--- config.mk ---
export PLATFORM = sky130hd
export DESIGN_NAME = dtc_duty_table_fill
export DESIGN_NICKNAME = d
export VERILOG_FILES = /design/src/rtl/dtc_pkg.sv /design/src/rtl/dtc_scale.sv /design/src/rtl/dtc_duty.sv /design/src/rtl/dtc_duty_table_fill.sv
export SDC_FILE = /design/constraint.sdc
export NUM_CORES = 2
export LEC_CHECK = 0
export CAP_MARGIN = 20
export CELL_PAD_IN_SITES_DETAIL_PLACEMENT = 1
export CELL_PAD_IN_SITES_GLOBAL_PLACEMENT = 1
export CORE_MARGIN = 5
export CORE_UTILIZATION = 55
export DETAILED_ROUTE_END_ITERATION = 10
export DONT_BUFFER_PORTS = 1
export PLACE_DENSITY = 0.86
export SYNTH_ARGS = -nofsm -noshare
export SYNTH_HDL_FRONTEND = slang
export SYNTH_SLANG_ARGS = --single-unit
--- constraint.sdc ---
create_clock -name clk -period 31.6 [get_ports clk]
set_input_delay 4.74 -clock clk [delete_from_list [all_inputs] [get_ports clk]]
set_output_delay 4.74 -clock clk [all_outputs]
set_load 0.02 [all_outputs]
--- src/rtl/dtc_pkg.sv ---
package dtc_pkg;
    typedef enum logic [2:0] {
        ST_IDLE,
        ST_LOAD,
        ST_FETCH,
        ST_COMPUTE,
        ST_STORE,
        ST_FINISH
    } fill_state_t;
endpackage

--- src/rtl/dtc_scale.sv ---
module dtc_scale #(
    parameter int MW = 12,
    parameter int SW = 12
) (
    input  logic [MW-1:0] mag,
    input  logic [SW-1:0] frac,
    output logic [MW-1:0] prod
);
    logic [MW+SW-1:0] full;

    assign full = {{SW{1'b0}}, mag} * {{MW{1'b0}}, frac};
    assign prod = full[MW+SW-1:SW];
endmodule

--- src/rtl/dtc_duty.sv ---
module dtc_duty #(
    parameter int VW = 12,
    parameter int IW = 12,
    parameter int CW = 16,
    parameter int CF = 12,
    parameter int DW = 12
) (
    input  logic [VW-1:0] vin,
    input  logic [IW-1:0] ir_cur,
    input  logic [IW-1:0] ir_nxt,
    input  logic [CW-1:0] vo_inv,
    input  logic [CW-1:0] kcf,
    input  logic [DW:0]   dmin,
    input  logic [DW:0]   dmax,
    output logic [DW:0]   duty
);
    localparam int RW = CW + VW + IW + 3;

    logic [VW+CW-1:0]      rprod;
    logic signed [RW-1:0]  ratio_s;
    logic signed [RW-1:0]  diff_s;
    logic signed [RW-1:0]  cf_s;
    logic signed [RW-1:0]  raw_s;
    logic signed [RW-1:0]  one_s;

    assign rprod = {{CW{1'b0}}, vin} * {{VW{1'b0}}, vo_inv};

    always_comb begin
        one_s   = signed'(RW'(1)) <<< DW;
        ratio_s = signed'(RW'(rprod >> CF));
        diff_s  = signed'(RW'(ir_nxt)) - signed'(RW'(ir_cur));
        cf_s    = (diff_s * signed'(RW'(kcf))) >>> CF;
        raw_s   = one_s - ratio_s + cf_s;
        if (raw_s < 0)
            duty = '0;
        else if (raw_s < signed'(RW'(dmin)))
            duty = dmin;
        else if (raw_s > signed'(RW'(dmax)))
            duty = dmax;
        else
            duty = raw_s[DW:0];
    end
endmodule

--- src/rtl/dtc_duty_table_fill.sv ---
module dtc_duty_table_fill
    import dtc_pkg::*;
#(
    parameter int N_ENTRIES = 1600,
    parameter int SW        = 12,
    parameter int VW        = 12,
    parameter int IW        = 12,
    parameter int CW        = 16,
    parameter int CF        = 12,
    parameter int DW        = 12,
    localparam int AW       = (N_ENTRIES > 1) ? $clog2(N_ENTRIES) : 1
) (
    input  logic          clk,
    input  logic          rst_n,
    input  logic          fill_start,
    input  logic [VW-1:0] vin_peak,
    input  logic [CW-1:0] vout_inv,
    input  logic [IW-1:0] ipk_cmd,
    input  logic [CW-1:0] cf_gain,
    input  logic [DW:0]   duty_min,
    input  logic [DW:0]   duty_max,
    input  logic          pwm_busy,
    output logic [AW-1:0] sine_addr,
    input  logic [SW-1:0] sine_data,
    output logic          tbl_wr_en,
    output logic [AW-1:0] tbl_wr_addr,
    output logic [DW:0]   tbl_wr_data,
    output logic          fill_done
);
    localparam logic [AW-1:0] LAST = AW'(N_ENTRIES - 1);

    fill_state_t state, state_nx;

    logic [AW-1:0] idx, rd_addr;
    logic [SW-1:0] cur_s, nxt_s;
    logic [VW-1:0] vpk_q;
    logic [CW-1:0] voinv_q, kcf_q;
    logic [IW-1:0] ipk_q;
    logic [DW:0]   dmin_q, dmax_q, duty_q, duty_calc;
    logic [VW-1:0] vin_inst;
    logic [IW-1:0] ir_cur, ir_nxt;

    function automatic logic [AW-1:0] wrap_inc(input logic [AW-1:0] a);
        return (a == LAST) ? '0 : a + 1'b1;
    endfunction

    dtc_scale #(.MW(VW), .SW(SW)) u_vin   (.mag(vpk_q), .frac(cur_s), .prod(vin_inst));
    dtc_scale #(.MW(IW), .SW(SW)) u_irc   (.mag(ipk_q), .frac(cur_s), .prod(ir_cur));
    dtc_scale #(.MW(IW), .SW(SW)) u_irn   (.mag(ipk_q), .frac(nxt_s), .prod(ir_nxt));

    dtc_duty #(.VW(VW), .IW(IW), .CW(CW), .CF(CF), .DW(DW)) u_duty (
        .vin(vin_inst), .ir_cur(ir_cur), .ir_nxt(ir_nxt),
        .vo_inv(voinv_q), .kcf(kcf_q), .dmin(dmin_q), .dmax(dmax_q),
        .duty(duty_calc)
    );

    // state register
    always_ff @(posedge clk) begin
        if (!rst_n) state <= ST_IDLE;
        else        state <= state_nx;
    end

    // next-state logic
    always_comb begin
        state_nx = state;
        unique case (state)
            ST_IDLE:    if (fill_start) state_nx = ST_LOAD;
            ST_LOAD:    state_nx = ST_FETCH;
            ST_FETCH:   state_nx = ST_COMPUTE;
            ST_COMPUTE: state_nx = ST_STORE;
            ST_STORE:   if (!pwm_busy) state_nx = (idx == LAST) ? ST_FINISH : ST_FETCH;
            ST_FINISH:  state_nx = ST_IDLE;
        endcase
    end

    // datapath registers
    always_ff @(posedge clk) begin
        if (!rst_n) begin
            idx     <= '0;
            rd_addr <= '0;
            cur_s   <= '0;
            nxt_s   <= '0;
            vpk_q   <= '0;
            voinv_q <= '0;
            kcf_q   <= '0;
            ipk_q   <= '0;
            dmin_q  <= '0;
            dmax_q  <= '0;
            duty_q  <= '0;
        end else begin
            unique case (state)
                ST_IDLE: if (fill_start) begin
                    vpk_q   <= vin_peak;
                    voinv_q <= vout_inv;
                    ipk_q   <= ipk_cmd;
                    kcf_q   <= cf_gain;
                    dmin_q  <= duty_min;
                    dmax_q  <= duty_max;
                    idx     <= '0;
                    rd_addr <= '0;
                end
                ST_LOAD: begin
                    cur_s   <= sine_data;
                    rd_addr <= wrap_inc(rd_addr);
                end
                ST_FETCH:   nxt_s  <= sine_data;
                ST_COMPUTE: duty_q <= duty_calc;
                ST_STORE: if (!pwm_busy && idx != LAST) begin
                    idx     <= idx + 1'b1;
                    cur_s   <= nxt_s;
                    rd_addr <= wrap_inc(rd_addr);
                end
                ST_FINISH: ;
            endcase
        end
    end

    // outputs
    always_comb begin
        sine_addr   = rd_addr;
        tbl_wr_en   = (state == ST_STORE) && !pwm_busy;
        tbl_wr_addr = idx;
        tbl_wr_data = duty_q;
        fill_done   = (state == ST_FINISH);
    end
endmodule

* Word-level counts from Yosys, hierarchy flattened
Index checks and enable logic that the tools add are counted.
** Word-level totals
- Output and inout bits :: 37
- Word-level logic and storage cells :: 63
- Memories kept :: 0
- Bits in read-only memories :: 0
- Register bits after elaboration :: 144
- Bits in latches :: 0
- Input port bits :: 98
- RAM bits :: 0
** Operators by class
- Shifts and indexed selects :: 0
- Add/subtract/negate cells :: 5
- Multiplexer cells :: 15
- Div/mod/pow operators :: 0
- Bitwise logic cells :: 0
- Reduce and logical (&&, ||, !) cells :: 12
- $lt $le $gt $ge :: 3
- $mul :: 5
- Equal/unequal tests :: 11
** Operators with widths (count)
- $mul 12x12->24 :: 3
- $mux 11 :: 4
- $gt 43x14->1 :: 1
- $lt 43x1->1 const B :: 1
- $lt 43x14->1 :: 1
- $mux 13 :: 3
- $pmux 11 s3 :: 1
- $mul 13x17->30 :: 1
- $mul 12x16->28 :: 1
- $pmux 12 s2 :: 1
- $add 11x1->11 const B :: 2
- $eq 11x11->1 const B :: 2
- $pmux 11 s2 :: 1
- $add 17x18->19 :: 1
- $pmux 3 s6 :: 1
- $sub 13x16->17 const A :: 1
- $sub 12x12->13 :: 1
- $mux 12 :: 1
- $ne 11x11->1 const B :: 1
- $mux 3 :: 3
- $eq 3x2->1 const B :: 2
- $eq 3x3->1 const B :: 2
- $ne 2x2->1 const B :: 3
- $reduce_and 2->1 :: 3
- other kinds (7) :: 10

* Longest topological paths before layout
- Word-level depth :: 8
- Gate-level depth with buffers :: 70
- Depth with buffers taken out :: 68

* Cells and area by module
A second synthesis with hierarchy kept.
** Second synthesis, totals
- Cells, all modules :: 4134
- Area, all modules :: 35008.6 um2
** By module, submodules not included
- dtc_duty :: seq. area each 0.0 um2, instances 1, area an instance 15546.2 um2, cells each 1863
- dtc_scale (u_irn ...) :: seq. area each 0.0 um2, instances 2, area an instance 4493.1 um2, cells each 533
- dtc_duty_table_fill :: seq. area each 2882.8 um2, instances 1, area an instance 6014.5 um2, cells each 682
- dtc_scale (u_irc) :: seq. area each 0.0 um2, instances 1, area an instance 4461.8 um2, cells each 523

* Least setup slack after synthesis
No wires, ideal clock.
- Kind :: reg-to-reg
- Start :: reg cur_s[5]
- End :: reg duty_q[10], in the netlist tbl_wr_data[10]
- Stages on the path, launching flop included :: 62
- Buffers on the path :: 3
- Data required time :: 31474 ps
- Setup time :: 126 ps
- Setup slack :: 16638 ps
- Data arrival time :: 14836 ps
- Clock period less this slack :: 14962 ps
- Path through :: dfxtp_1 clkbuf_1 nand2_1 fa_1 fa_1 fa_1 inv_1 fa_1 inv_1 fa_1 inv_1 ha_1 o2111ai_1 o31ai_1 a21oi_1 a2111oi_0 o31ai_1 a21boi_0 [... 26 more ...] nor2_1 xnor2_1 ha_1 nand2_1 o21ai_0 a21o_1 a21oi_1 xnor2_1 ha_1 and4_1 a2111oi_0 nand2_1 o21ai_0 nand4_1 clkbuf_1 mux2_2 o221ai_1 a21boi_0
** Between the ends
- Longest elaborated chain between the ends :: 8
- Elaborated cells on any way between the ends :: 13
- Classes of those cells :: add/sub: 3; mul: 4; order compare: 3; mux: 3
** RTL lines
- start: declaration :: line dtc_duty_table_fill.sv:35 : logic [SW-1:0] cur_s, nxt_s;
- start signal: assignment :: line dtc_duty_table_fill.sv:103 : cur_s <= sine_data;
- start signal: assignment :: line dtc_duty_table_fill.sv:110 : cur_s <= nxt_s;
- $mul 12x12->24 :: line dtc_scale.sv:11 : assign full = {{SW{1'b0}}, mag} * {{MW{1'b0}}, frac};
- $mul 12x16->28 or $sub 12x12->13 (tied branches) :: line dtc_duty.sv:26, dtc_duty.sv:31
- $sub 13x16->17 or $mul 13x17->30 (tied branches) :: line dtc_duty.sv:33, dtc_duty.sv:32
- $add 17x18->19 (*) :: line dtc_duty.sv:33 : raw_s = one_s - ratio_s + cf_s;
- $gt 43x14->1 :: line dtc_duty.sv:38 : else if (raw_s > signed'(RW'(dmax)))
- $mux 13 :: line dtc_duty.sv:38
- $mux 13 :: line dtc_duty.sv:36 : else if (raw_s < signed'(RW'(dmin)))
- $mux 13 (*) :: line dtc_duty.sv:34 : if (raw_s < 0)
- end signal: assignment :: line dtc_duty_table_fill.sv:107 : ST_COMPUTE: duty_q <= duty_calc;
- end: declaration :: line dtc_duty_table_fill.sv:39 : logic [DW:0] dmin_q, dmax_q, duty_q, duty_calc;
Mark *: on every way between the ends. The rest lies on a longest branch, timed or not.
A chain may end at the register's enable or synchronous reset.

* Worst setup path after layout
- Start :: reg cur_s[5]
- End :: reg duty_q[6], in the netlist tbl_wr_data[6]
Same word-level chain as after synthesis.

==> impl_results.md <==
* Syn nets at 5013
* Most frequent cells in the layout: inv_1, nand2_1, fa_1
* Post-DR vias/cell at 5.75
* CP Buf/Inv Count at 5
* Slowest cell on crit path: dfxtp_1
* CP top delay family: adder cells
* CTS resizes at 0
* Via count at 26500
* Sum Neg Setup Slack at 0 ps
* First-pass GRT wire length at 162000 um
* Worst Hold End: dmax_q[6]
* Yosys reg bits at 144
* Hold buffers post-CTS at 0
* Die X at 257 um
* H-tree Lvls at 4
* Post-layout util at 57.6%
* Antenna violations before repair at 1
* Reg2reg path depth at 59
* Most common cell after layout, fill and taps aside: inv_1
* Placed Area at 0.0341 mm2
* Final Setup Violations at 0
* DP Wirelength at 78100 um
* Fmax at 56.8 MHz
* CP arrival at 18000 ps
* Post-Syn Area at 0.0335 mm2
* Synthesis Warnings at 0
* Clock slew at reported path FFs at 70 ps
* CTS tree: built
* Max-slew headroom at 19.1%
* Hold Path Depth at 2
* Design area at 0.0347 mm2
* Reg2reg setup slack at 13990 ps
* Share of synthesized flip-flops with an asynchronous set or reset at 0%
* Hold path start: dmax_q[6]
* Clock Skews at 23.7 ps
* WL/cell at 21.4 um
* Worst-Skew Late Latency at 520 ps
* Fillcell total at 7210
* Layout cells sized above 1 at 3.18%
* Post-route DRC violation count at 0
* Fin. Hold Viols at 0
* Die Ht at 257 um
* ANT cells at 0
* Required @ worst endpoint at 31980 ps
* Gr ovfl total at 0
* GP Congestion at 0.863
* RSZ-0062 raised after global routing: false
* Layout area overhead at 3.82%
* Final wirelength at 98800 um
* Initial Util at 55.4%
* Most used DFF post-synth: dfxtp_1
* Worst reg2reg startpoint: cur_s[5]
* Die footprint at 0.0659 mm2
* Max-Cap Viols at 0
* Mapped Cells at 3932
* CP dominant cell by count: fa_1
* Setup bufs post-CTS at 0
* Status: completed
* PortBufs at 0
* Std cell rows at 90
* Number of synthesized flops with an enable pin at 0
* Crit path time final at 17610 ps
* Fin. max-slew vios at 0
* Syn_area_per_cell at 8.51 um2
* Bufs on Longest Clock Path at 2
* Total CTS buffers at 17
* Drt initial violations at 1377
* I/O pin total at 135
* Reg2reg end: tbl_wr_data[6]
* Core area at 0.0604 mm2
* Vias in the first global route at 30700
* Setup crit end kind: register
* Yosys cell types at 74
* Hold crit path type: register to register
* Register area share after synthesis at 8.61%
* Crit Path Max Fanout at 25
* Final critical-path share of the clock period at 55.7%
* Worst-Margin Slew at 1210 ps
* Crit Path Category: register to register
* Worst Setup Start Kind: register
* Root Buffer: clkbuf_16
* Drt pass-1 iters at 5
* CP max stage delay at 920 ps
* Total track usage at 30.7%
* ANT nets after route at 0
* CTS sink cnt at 144
* Fin nets at 4901
* Largest net degree at the start of global routing at 129
-- through the flow --
step	hold WS (ps)	cells	setup slack, ps
floorplan	453	3932	16640
global placement	477	4583	14990
detailed placement	483	4583	14150
global route	511	4615	12710
CTS	492	4615	14090
finish	491	4615	13990
-- metal layers --
| metal | track usage (%) | vias to the layer above | part of all wire [%] |
|---|---|---|---|
| met3 | 5.33 | 228 | 5.5 |
| li1 | - | 11900 | - |
| met4 | 10.9 | 2 | 3.6 |
| met1 | 37.1 | 13700 | 40 |
| met2 | 55.4 | 768 | 51 |
| met5 | 0 | - | 0.013 |
-- state kept, by name, summed over array words and instances, names as in the netlist, 11 cells and up --
register and count:
cur_s 12, dmax_q 13, dmin_q 13, ipk_q 12, kcf_q 16, nxt_s 12
sine_addr 11, tbl_wr_addr 11, tbl_wr_data 13, voinv_q 16, vpk_q 12
-- worst register-to-register path: cells and delay by family, from the launching register on --
kind                     cells  cell delay, ps
AO/OA/AOI/OAI               21            5350
flip-flops                   1             920
multiplexers                 1             520
buffers and inverters        5             440
XOR/XNOR                     3             520
AND/OR/NAND/NOR             13            2500
adder cells (fa/ha/maj)     16            7220
-- logic make-up after synthesis --
| family | Yosys count | synth area share (%) |
|---|---|---|
| xor+xnor | 104 | 2.72 |
| mux | 40 | 1.24 |
| compound gates | 400 | 8.25 |
| fa+ha+maj | 983 | 50.0 |
| flops | 144 | 8.61 |
| buf+inv | 918 | 10.3 |
| simple gates | 1343 | 18.9 |
-- synth_stat cells, drive strengths merged, types with 9 or more instances --
library cell | number | area share (%)
ha | 392 | 15
and2 | 280 | 5.2
a21oi | 82 | 1.2
or2 | 9 | 0.18
o21ai | 64 | 0.96
nor3 | 31 | 0.46
xor2 | 37 | 0.97
mux2i | 28 | 0.84
clkbuf | 173 | 1.9
nand4 | 17 | 0.32
and3 | 19 | 0.36
nand2 | 728 | 8.2
o211a | 13 | 0.39
xnor2 | 67 | 1.8
a21o | 37 | 0.83
nand3 | 33 | 0.49
nor2 | 105 | 1.2
inv | 743 | 8.3
nor2b | 43 | 0.80
nand2b | 31 | 0.58
fa | 591 | 35
o211ai | 14 | 0.31
or3 | 19 | 0.36
a21boi | 105 | 2.4
dfxtp | 144 | 8.6
o21a | 21 | 0.47
mux2 | 12 | 0.40
-- worst max path at each step --
stage | startpoint | cells after the start | end
5_1_grt | cur_s[5] | 59 | tbl_wr_data[6]
2_1_floorplan | cur_s[5] | 61 | tbl_wr_data[10]
4_1_cts | cur_s[5] | 59 | tbl_wr_data[6]
6_report | cur_s[5] | 59 | tbl_wr_data[6]
3_5_place_dp | cur_s[5] | 59 | tbl_wr_data[6]
3_3_place_gp | cur_s[5] | 59 | tbl_wr_data[10]
-- layout make-up --
type                       count  area (um2)  area share [%]
timing repair buffer          44         330           0.951
tap                          782         978            2.82
sequential                   144        2880            8.30
clock inverter                14         155           0.447
inverter                     743        2790            8.03
multi-input combinational   2870       27200            78.2
clock buffer                  18         439            1.26
Power is not shown: default switching activity piles up to over one toggle a cycle in this logic, so the estimate is an artifact.
